===== src/rtl/fsam_pkg.sv =====
package fsam_pkg;

  localparam int unsigned PH_TAPS = 4;
  localparam int unsigned NOM_TAP = 1;

  typedef enum logic [1:0] {
    PH_ON_TARGET = 2'b00,
    PH_EARLY_H   = 2'b01,
    PH_LATE_FULL = 2'b10,
    PH_LATE_H    = 2'b11
  } phase_sel_e;

  // delay tap for each phase code; NOM_TAP is the zero-shift point
  function automatic logic [1:0] tap_for(input phase_sel_e sel);
    case (sel)
      PH_EARLY_H:   return 2'd0;
      PH_ON_TARGET: return 2'd1;
      PH_LATE_H:    return 2'd2;
      default:      return 2'd3;
    endcase
  endfunction

endpackage


===== src/rtl/fsam_sampler.sv =====
module fsam_sampler
  import fsam_pkg::*;
#(
  parameter int unsigned TAPS = PH_TAPS
) (
  input  logic                    clk_i,
  input  logic                    rst_ni,
  input  logic                    sync_i,
  input  logic                    frame_i,
  input  logic [$clog2(TAPS)-1:0] tap_i,
  output logic                    edge_o,
  output logic                    frame_o
);

  // frame path latency equals the nominal tap of the sync path
  localparam int unsigned FRAME_LAT = NOM_TAP + 2;

  logic                 sync_q, sync_qq;
  logic                 fall;
  logic [TAPS-1:0]      fall_dly;
  logic [FRAME_LAT-1:0] frm_dly;

  always_ff @(posedge clk_i or negedge rst_ni) begin
    if (!rst_ni) begin
      sync_q  <= 1'b0;
      sync_qq <= 1'b0;
    end else begin
      sync_q  <= sync_i;
      sync_qq <= sync_q;
    end
  end

  assign fall = sync_qq & ~sync_q;

  generate
    if (TAPS > 1) begin : g_fall_chain
      always_ff @(posedge clk_i or negedge rst_ni) begin
        if (!rst_ni) fall_dly <= '0;
        else         fall_dly <= {fall_dly[TAPS-2:0], fall};
      end
    end else begin : g_fall_single
      always_ff @(posedge clk_i or negedge rst_ni) begin
        if (!rst_ni) fall_dly <= '0;
        else         fall_dly <= fall;
      end
    end
  endgenerate

  always_ff @(posedge clk_i or negedge rst_ni) begin
    if (!rst_ni) frm_dly <= '0;
    else         frm_dly <= {frm_dly[FRAME_LAT-2:0], frame_i};
  end

  assign edge_o  = fall_dly[tap_i];
  assign frame_o = frm_dly[FRAME_LAT-1];

  AST_FALL_SPACED: assert property (@(posedge clk_i) disable iff (!rst_ni)
    fall |=> !fall);

endmodule


===== src/rtl/fsam_measure.sv =====
module fsam_measure #(
  parameter int unsigned CNT_W = 5,
  parameter int unsigned OFS_W = 6,
  parameter int unsigned SAT   = 17
) (
  input  logic                    clk_i,
  input  logic                    rst_ni,
  input  logic                    edge_i,
  input  logic                    frame_i,
  input  logic [CNT_W-1:0]        win_i,
  output logic                    res_o,
  output logic                    viol_o,
  output logic signed [OFS_W-1:0] off_o
);

  logic [CNT_W-1:0] since_q, back_q, fwd_q;
  logic             pend_q, start;

  always_comb begin
    res_o  = 1'b0;
    viol_o = 1'b0;
    off_o  = '0;
    start  = 1'b0;
    if (pend_q) begin
      // ties and out-of-window forward searches fall back to the earlier strobe
      if (fwd_q >= back_q || fwd_q > win_i) begin
        res_o  = 1'b1;
        off_o  = OFS_W'(back_q);
        viol_o = back_q > win_i;
      end else if (frame_i) begin
        res_o = 1'b1;
        off_o = OFS_W'(0) - OFS_W'(fwd_q);
      end
    end else if (edge_i) begin
      if (frame_i) res_o = 1'b1;
      else         start = 1'b1;
    end
  end

  always_ff @(posedge clk_i or negedge rst_ni) begin
    if (!rst_ni) begin
      since_q <= CNT_W'(SAT);
      pend_q  <= 1'b0;
      back_q  <= '0;
      fwd_q   <= '0;
    end else begin
      if (frame_i)                    since_q <= CNT_W'(1);
      else if (since_q != CNT_W'(SAT)) since_q <= since_q + CNT_W'(1);
      if (start) begin
        pend_q <= 1'b1;
        back_q <= since_q;
        fwd_q  <= CNT_W'(1);
      end else if (pend_q) begin
        pend_q <= !res_o;
        fwd_q  <= fwd_q + CNT_W'(1);
      end
    end
  end

  AST_OK_WITHIN: assert property (@(posedge clk_i) disable iff (!rst_ni)
    res_o && !viol_o |-> int'(off_o) <= int'(win_i) && int'(off_o) >= -int'(win_i));
  AST_SINCE_CAP: assert property (@(posedge clk_i) disable iff (!rst_ni)
    since_q <= CNT_W'(SAT));
  AST_PEND_HELD: assert property (@(posedge clk_i) disable iff (!rst_ni)
    pend_q && !res_o |=> pend_q && fwd_q == $past(fwd_q) + CNT_W'(1));
  AST_FWD_BOUND: assert property (@(posedge clk_i) disable iff (!rst_ni)
    pend_q && fwd_q > win_i |-> res_o);

endmodule


===== src/rtl/fsam_alarm.sv =====
module fsam_alarm #(
  parameter int unsigned OFS_W = 6,
  parameter int          OFS_MAX = 17,
  parameter int          OFS_MIN = -16
) (
  input  logic                    clk_i,
  input  logic                    rst_ni,
  input  logic                    res_i,
  input  logic                    viol_i,
  input  logic signed [OFS_W-1:0] off_i,
  input  logic                    clr_i,
  output logic                    evt_o,
  output logic signed [OFS_W-1:0] off_o,
  output logic                    alarm_o
);

  always_ff @(posedge clk_i or negedge rst_ni) begin
    if (!rst_ni) begin
      evt_o   <= 1'b0;
      off_o   <= '0;
      alarm_o <= 1'b0;
    end else begin
      evt_o <= res_i;
      if (res_i) off_o <= off_i;
      if (res_i && viol_i) alarm_o <= 1'b1;
      else if (clr_i)      alarm_o <= 1'b0;
    end
  end

  AST_VIOL_WINS: assert property (@(posedge clk_i) disable iff (!rst_ni)
    res_i && viol_i |=> alarm_o);
  AST_ALARM_STICKY: assert property (@(posedge clk_i) disable iff (!rst_ni)
    alarm_o && !clr_i |=> alarm_o);
  AST_ALARM_CLEARS: assert property (@(posedge clk_i) disable iff (!rst_ni)
    clr_i && !(res_i && viol_i) |=> !alarm_o);
  AST_EVT_FOLLOWS: assert property (@(posedge clk_i) disable iff (!rst_ni)
    !res_i |=> !evt_o && $stable(off_o));
  AST_OFS_RANGE: assert property (@(posedge clk_i) disable iff (!rst_ni)
    evt_o |-> int'(off_o) <= OFS_MAX && int'(off_o) >= OFS_MIN);

endmodule


===== src/rtl/frame_sync_mon.sv =====
module frame_sync_mon
  import fsam_pkg::*;
#(
  parameter int unsigned LIMIT_W = 3
) (
  input  logic                      clk_i,
  input  logic                      rst_ni,
  input  logic                      sync_i,
  input  logic                      frame_i,
  input  logic [1:0]                phase_sel_i,
  input  logic [LIMIT_W-1:0]        limit_i,
  input  logic                      alarm_clr_i,
  output logic                      sync_evt_o,
  output logic signed [LIMIT_W+2:0] offset_o,
  output logic                      alarm_o
);

  localparam int unsigned WMAX  = 2 * (2 ** LIMIT_W);
  localparam int unsigned SAT   = WMAX + 1;
  localparam int unsigned CNT_W = LIMIT_W + 2;
  localparam int unsigned OFS_W = CNT_W + 1;

  logic [1:0]              tap;
  logic [CNT_W-1:0]        win;
  logic                    edge_a, frame_a;
  logic                    res, viol;
  logic signed [OFS_W-1:0] off;

  assign tap = tap_for(phase_sel_e'(phase_sel_i));
  assign win = (CNT_W'(limit_i) + CNT_W'(1)) << 1;

  fsam_sampler #(.TAPS(PH_TAPS)) i_sampler (
    .clk_i   (clk_i),
    .rst_ni  (rst_ni),
    .sync_i  (sync_i),
    .frame_i (frame_i),
    .tap_i   (tap),
    .edge_o  (edge_a),
    .frame_o (frame_a)
  );

  fsam_measure #(.CNT_W(CNT_W), .OFS_W(OFS_W), .SAT(SAT)) i_measure (
    .clk_i   (clk_i),
    .rst_ni  (rst_ni),
    .edge_i  (edge_a),
    .frame_i (frame_a),
    .win_i   (win),
    .res_o   (res),
    .viol_o  (viol),
    .off_o   (off)
  );

  fsam_alarm #(.OFS_W(OFS_W), .OFS_MAX(int'(SAT)), .OFS_MIN(-int'(WMAX))) i_alarm (
    .clk_i   (clk_i),
    .rst_ni  (rst_ni),
    .res_i   (res),
    .viol_i  (viol),
    .off_i   (off),
    .clr_i   (alarm_clr_i),
    .evt_o   (sync_evt_o),
    .off_o   (offset_o),
    .alarm_o (alarm_o)
  );

  AST_RESET_QUIET: assert property (@(posedge clk_i) disable iff (!rst_ni)
    $rose(rst_ni) |-> !sync_evt_o && !alarm_o);

endmodule


===== config.mk =====
export PLATFORM = sky130hd
export DESIGN_NAME = frame_sync_mon
export DESIGN_NICKNAME = d
export VERILOG_FILES = /design/src/rtl/fsam_pkg.sv /design/src/rtl/fsam_sampler.sv /design/src/rtl/fsam_measure.sv /design/src/rtl/fsam_alarm.sv /design/src/rtl/frame_sync_mon.sv
export SDC_FILE = /design/constraint.sdc
export NUM_CORES = 1
export LEC_CHECK = 0
export BUFFER_PORTS_ARGS = -buffer_cell sky130_fd_sc_hd__buf_2
export CAP_MARGIN = 30
export CORE_UTILIZATION = 55
export CTS_BUF_LIST = sky130_fd_sc_hd__clkbuf_4
export CTS_CLUSTER_DIAMETER = 100
export DETAILED_ROUTE_END_ITERATION = 16
export PLACE_DENSITY_LB_ADDON = 0.15
export RECOVER_POWER = 50
export SYNTH_ARGS = -nofsm -noshare
export SYNTH_HDL_FRONTEND = slang
export SYNTH_SLANG_ARGS = --single-unit
export TNS_END_PERCENT = 5

===== constraint.sdc =====
create_clock -name clk_i -period 2.2 [get_ports clk_i]
set_input_delay 0.44 -clock clk_i [delete_from_list [all_inputs] [get_ports clk_i]]
set_output_delay 0.44 -clock clk_i [all_outputs]
set_load 0.1 [all_outputs]

; After elaboration in Yosys (flattened, before gate mapping)
; Cells that the tools add are included.
[word_totals]
regBits = 33
latch_bits = 0
ramBits = 0
rom_bits = 0
inputBits = 10
out_inout_bits = 8
word_cells = 54
memories = 0
[classes]
addsub = 4
mul = 0
div = 0
order_cmp = 4
eq_ne = 3
shifts = 0
n_mux = 23
bitwise = 2
reduce_logical = 7
[ops]
columns = operator, count
row1 = $mux W5, 4
row2 = $mux W6, 3
row3 = $mux W1, 14
row4 = $add A5 B1 Y5 const B, 2
row5 = $gt A5 B5 Y1, 2
row6 = $pmux W2 S3, 1
row7 = $reduce_bool A2 Y1, 3
row8 = $sub A1 B5 Y6 const A, 1
row9 = $ge A5 B5 Y1, 1
row10 = $ne A5 B5 Y1 const B, 1
row11 = $add A3 B1 Y4 const B, 1
row12 = $lt A2 B3 Y1 const B, 1
row13 = $bmux W1 S2, 1
row14 = $eq A2 B1 Y1 const B, 1
row15 = $eq A2 B2 Y1 const B, 1
row16 = $logic_not A2 Y1, 1
row17 = $and A1 B1 Y1, 1
row18 = $logic_and A1 B1 Y1, 1
row19 = $logic_not A1 Y1, 1
row20 = $logic_or A1 B1 Y1, 1
row21 = $not A1 Y1, 1

; Depth between registers and ports, before layout
[logic_depth]
depth_word = 9
mapped_depth = 9
mapped_depth_nobuf = 7

; Modules after synthesis
; A second synthesis with hierarchy kept.
[hier_totals]
cells_unflattened = 181
area_unflattened_um2 = 1858.0
[by_module_without_submodules]
columns = module, n_inst, cells_each, area_per_inst_um2, seq_area_each_um2
row1 = fsam_measure, 1, 145, 1247.4, 402.9
row2 = fsam_alarm, 1, 18, 314.1, 200.2
row3 = fsam_sampler, 1, 11, 254.0, 225.2
row4 = frame_sync_mon, 1, 7, 42.5, 0.0

; Worst setup path before layout
; OpenSTA, ideal clock, no wires.
[synth_timing]
path_kind = input-to-reg
start = input port limit_i[0]
end = register i_alarm.off_o[1]
setup_time_ns = 0.138
t_arrival_ns = 1.861
t_required_ns = 2.062
slack_ns = 0.201
cell_stages = 7
n_path_buf = 1
cell_sequence = ha_1 -> xnor2_2 -> o2111ai_2 -> a221oi_4 -> and3_1 -> buf_6 -> o221ai_1
[synth_between]
elab_chain_cells = 5
word_cells_on_any_way = 7
classes_between = add/sub: 1 / order compare: 1 / mux: 4 / reduce/logical: 1
[synth_rtl]
columns = item, line_no
row1 = "start, declared", frame_sync_mon.sv:11  ; input logic [LIMIT_W-1:0] limit_i,
row2 = $add A3 B1 Y4 *, frame_sync_mon.sv:30  ; assign win = (CNT_W'(limit_i) + CNT_W'(1)) << 1;
row3 = $gt A5 B5 Y1 *, fsam_measure.sv:26  ; if (fwd_q >= back_q || fwd_q > win_i) begin
row4 = $logic_or A1 B1 Y1 *, fsam_measure.sv:26
row5 = $mux W6 / $mux W1 (equally long branches), fsam_measure.sv:26
row6 = $mux W6 / $mux W1 (equally long branches), fsam_measure.sv:24  ; if (pend_q) begin
row7 = "end signal, assigned", fsam_alarm.sv:24  ; if (res_i) off_o <= off_i;
row8 = "end, declared", fsam_alarm.sv:13  ; output logic signed [OFS_W-1:0] off_o,
; Every way passes the cells marked *; elsewhere a longest branch is shown, timed or not.
; A chain may end at the register's enable or synchronous reset.

; Worst setup path in the final report
[layout_timing]
start = register i_measure.fwd_q[1]
end = register i_alarm.off_o[1]
[layout_between]
elab_chain_cells = 4
word_cells_on_any_way = 9
classes_between = add/sub: 1 / order compare: 2 / mux: 5 / reduce/logical: 1
[layout_rtl]
columns = item, line_no
row1 = "start, declared", fsam_measure.sv:16  ; logic [CNT_W-1:0] since_q, back_q, fwd_q;
row2 = "start signal, assigned", fsam_measure.sv:55  ; fwd_q <= fwd_q + CNT_W'(1);
row3 = $sub A1 B5 Y6 (tied with other cells), fsam_measure.sv:32  ; off_o = OFS_W'(0) - OFS_W'(fwd_q);
row4 = $mux W6 / $logic_or A1 B1 Y1 (equally long branches), "fsam_measure.sv:30, fsam_measure.sv:26"
row5 = $mux W6 / $mux W1 (equally long branches), fsam_measure.sv:26
row6 = $mux W6 / $mux W1 (equally long branches), fsam_measure.sv:24
; Several ways; a longest one is shown, not always the timed one.

==> metrics.md <==
| Metric | Value |
|---|---|
| Reg area | 828 um2 |
| Violations in the final reports | capacitance limit, slew limit |
| Area Overhead vs Synth | 12.5% |
| Root Driver | clkbuf_4 |
| Mapped Area | 0.00184 mm2 |
| Maximum VDD drop | 0.000603 V |
| Final hold vios | 0 |
| Clk slew on worst S/H paths | 0.11 ns |
| Filler instances | 273 |
| Antenna cells | 0 |
| CTS tree | yes |
| Post-Synthesis Cells | 172 |
| CP Data Arrival Time | 2.22 ns |
| First drt pass iteration count | 5 |
| Lkg Pwr | 0.962 nW |
| Hpwl dp | 2.79 mm |
| NetSw | 1.14 mW |
| Hold Path Class | in -> reg |
| WL final | 3.63 mm |
| RSZ-0062 raised after global routing | no |
| CTS Buf Count | 5 |
| Drt initial violations | 59 |
| Crit. End Element | register |
| Footprint of the multi-input gates | 888 um2 |
| DIE HEIGHT | 59.8 um |
| Measured slew at the worst slew-check pin | 1.65 ns |
| Gate power share | 49.7% |
| Final worst path period share | 91.9% |
| Grt total ovfl | 0 |
| Cell accounting for the most synthesized area | dfrtp_1 |
| Clk_skew | 0.0108 ns |
| Post-Syn Nets | 196 |
| Port bufs | 17 |
| First-pass GRT wire length | 6.00 mm |
| Area of the die | 0.00357 mm2 |
| Clk_lat worst skew | 0.33 ns |
| FP Rows | 20 |
| CTS Buffer Depth | 2 |
| Largest net degree at the start of global routing | 34 |
| Clock Sinks | 33 |
| Syn_area_per_cell | 10.7 um2 |
| Synth Warn # | 0 |
| Peak fanout along the critical path | 6 |
| Power Total | 2.49 mW |
| Initial Utilization | 59.2% |
| Boundary Pins | 18 |
| Number of global-route vias before repair | 1340 |
| Startpoint type of the worst setup path | register |
| Antenna viol nets, final | 0 |
| DR vias | 1371 |
| Register area share after synthesis | 45.1% |
| Hold_buf cts | 0 |
| Internal | 1.35 mW |
| Share of cells above drive strength 1 | 23.2% |
| Fmax | 0.495 GHz |
| DP Area | 0.00198 mm2 |
| Initial antenna violation count | 0 |
| Max-Cap Viols | 1 |
| CP required | 2.40 ns |
| Post-synthesis cell type count | 42 |
| Core area | 0.00310 mm2 |
| Die Span X | 59.8 um |
| Sw Ratio | 45.6% |
| # DRC | 0 |
| Minimum clock period after layout | 2.02 ns |
| Routed vias/inst | 5.67 |
| Outcome | complete, but fails checks |
| CP Class | reg -> reg |
| Rel. slew slack | -10.0% |
| Total track usage | 23.6% |
| H-tree depth | 2 |
| Pwr Density | 1210 mW/mm2 |
| # setup viols final | 0 |
| #FFs+latches synth | 33 |
| Area contributors post-synth | dfrtp_1 (42%), ha_1 (9.5%), inv_1 (3.9%) |
| Share of the synthesized area in the top cell type | 42.2% |
| Fin area | 0.00207 mm2 |
| Slew Limit Fails | 34 |
| Routed length per instance | 15.0 um |
| Routability cong. | 0.883 |
| # nets final | 221 |
| Seq pwr share | 32.6% |
| Clock share of power | 17.7% |
==> flip-flops by register name (all words and copies together), names as in the netlist <==
signal / count
i_alarm.alarm_o: 1
i_sampler.sync_qq: 1
i_measure.back_q: 5
i_sampler.frm_dly: 3
i_sampler.sync_q: 1
i_alarm.off_o: 6
i_measure.fwd_q: 5
i_alarm.evt_o: 1
i_measure.since_q: 5
i_measure.pend_q: 1
i_sampler.fall_dly: 4
==> power by group through the flow <==
stage               combinational, mW  clock [mW]  sequential (mW)
floorplan                       0.678           0             1.11
global placement                 1.16           0            0.820
detailed placement               1.21           0            0.824
CTS                              1.22       0.453            0.812
global route                     1.35       0.478            0.825
finish                           1.24       0.441            0.813
==> path summary, 6_finish.rpt <==
check	slack [ns]	cells past startpoint	to	startpoint
max	0.18	7	i_alarm.off_o[1]	i_measure.fwd_q[1]
min in group asynchronous	0.52	1	i_alarm.off_o[2]	rst_ni
max reg2reg	0.18	7	i_alarm.off_o[1]	i_measure.fwd_q[1]
min	0.21	1	i_sampler.sync_q	sync_i
min reg2reg	0.36	0	i_sampler.frm_dly[2]	i_sampler.frm_dly[1]
max in group asynchronous	0.73	1	i_sampler.fall_dly[0]	rst_ni
==> critical path, stage by stage, from the launching register on <==
cell and delay (ns):
dfrtp_1 0.36, inv_1 0.07, ha_1 0.28, and2b_1 0.13
o2111ai_2 0.16, a221oi_4 0.40, and3_1 0.34, o221ai_1 0.14
==> synthesized netlist by cell type <==
master     count
a22o_1         1
nand4_1        6
nand3b_1       1
o32ai_1        1
a41oi_4        1
and3_1         3
dfstp_2        2
nand2_1       14
nand3_1        9
o2111ai_2      1
nor2_1         8
a31o_2         1
clkbuf_8       1
a211oi_1       2
xnor2_2        1
dfrtp_1       31
o21ai_0        8
ha_1          14
a221oi_4       1
mux2i_1        1
nor3b_1        1
nand4bb_1      1
o22a_1         1
clkbuf_1       3
a31oi_1        1
nand2b_1       1
mux4_2         1
o221ai_1       5
nor3_1         1
mux2_2         4
a311oi_1       2
o31ai_1        1
o2bb2ai_1      1
and2b_1        1
a21oi_1        6
nand2b_4       1
xnor2_1        2
buf_4          1
buf_6          2
nor2b_1        3
inv_1         19
xor2_1         7
==> cell families after synthesis <==
kind of cell | count (synthesis) | share of synthesized area [%]
DFF | 33 | 45.1
buffers and inverters | 26 | 6.88
and+or+nand+nor | 50 | 14.2
adders and majority gates | 14 | 9.54
xor gates and xnor gates | 10 | 5.18
AOI/OAI and AO/OA | 33 | 14.9
muxes | 6 | 4.22
==> cell usage in the layout, fill, tap and decap left out, types with 2 or more instances in the layout <==
master / synthesis / layout
a311oi_1: 2 / 2
mux2_2: 4 / 4
nor2b_1: 3 / 3
a21oi_1: 6 / 6
nand3_1: 9 / 8
ha_1: 14 / 14
clkbuf_4: 0 / 5
and3_1: 3 / 3
dfstp_2: 2 / 2
a211oi_1: 2 / 2
buf_2: 0 / 16
dfrtp_1: 31 / 31
o21ai_0: 8 / 7
xnor2_1: 2 / 2
nor2_1: 8 / 8
xor2_1: 7 / 7
buf_4: 1 / 8
nand2_1: 14 / 14
nand4_1: 6 / 6
o221ai_1: 5 / 5
inv_1: 19 / 19
==> per-stage QoR <==
step | cells | utilization [%] | hold WS, ns | TNS [ns] | setup slack, ns
after floorplan | 172 | - | 0.144 | 0 | 0.201
after global placement | 234 | 63.9 | 0.334 | 0 | 0.0751
after detailed placement | 234 | 63.9 | 0.347 | -0.0666 | -0.0351
after CTS | 242 | 66.4 | 0.156 | 0 | 0.0794
after global routing | 242 | 66.6 | 0.174 | 0 | 0.0457
final | 242 | 66.6 | 0.211 | 0 | 0.179
==> routing by layer <==
layer | up-vias | wire length (um) | part of all wire [%] | track usage (%)
li1 | 658 | - | - | -
met1 | 669 | 1580 | 43 | 29.4
met2 | 35 | 1850 | 51 | 38.4
met3 | 9 | 133 | 3.7 | 5.84
met4 | 0 | 78 | 2.1 | 11.6
met5 | - | 0 | 0 | 0
==> layout make-up <==
class                   count  share of cell area (%)
multi-input cells         113                    43.0
flip-flops and latches     33                    40.1
repair buffers             25                    6.97
inverters                  19                    3.45
well taps                  44                    2.67
clock inverters             3                    2.00
clock buffers               5                    1.82
==> repair_timing <==
| action | in CTS | in global routing |
|---|---|---|
| setup buffers | 0 | 0 |
| gates resized for setup | 0 | 3 |
| endpoints found under the setup margin | 0 | 7 |
Note: power is estimated with default switching activity, not from simulation.
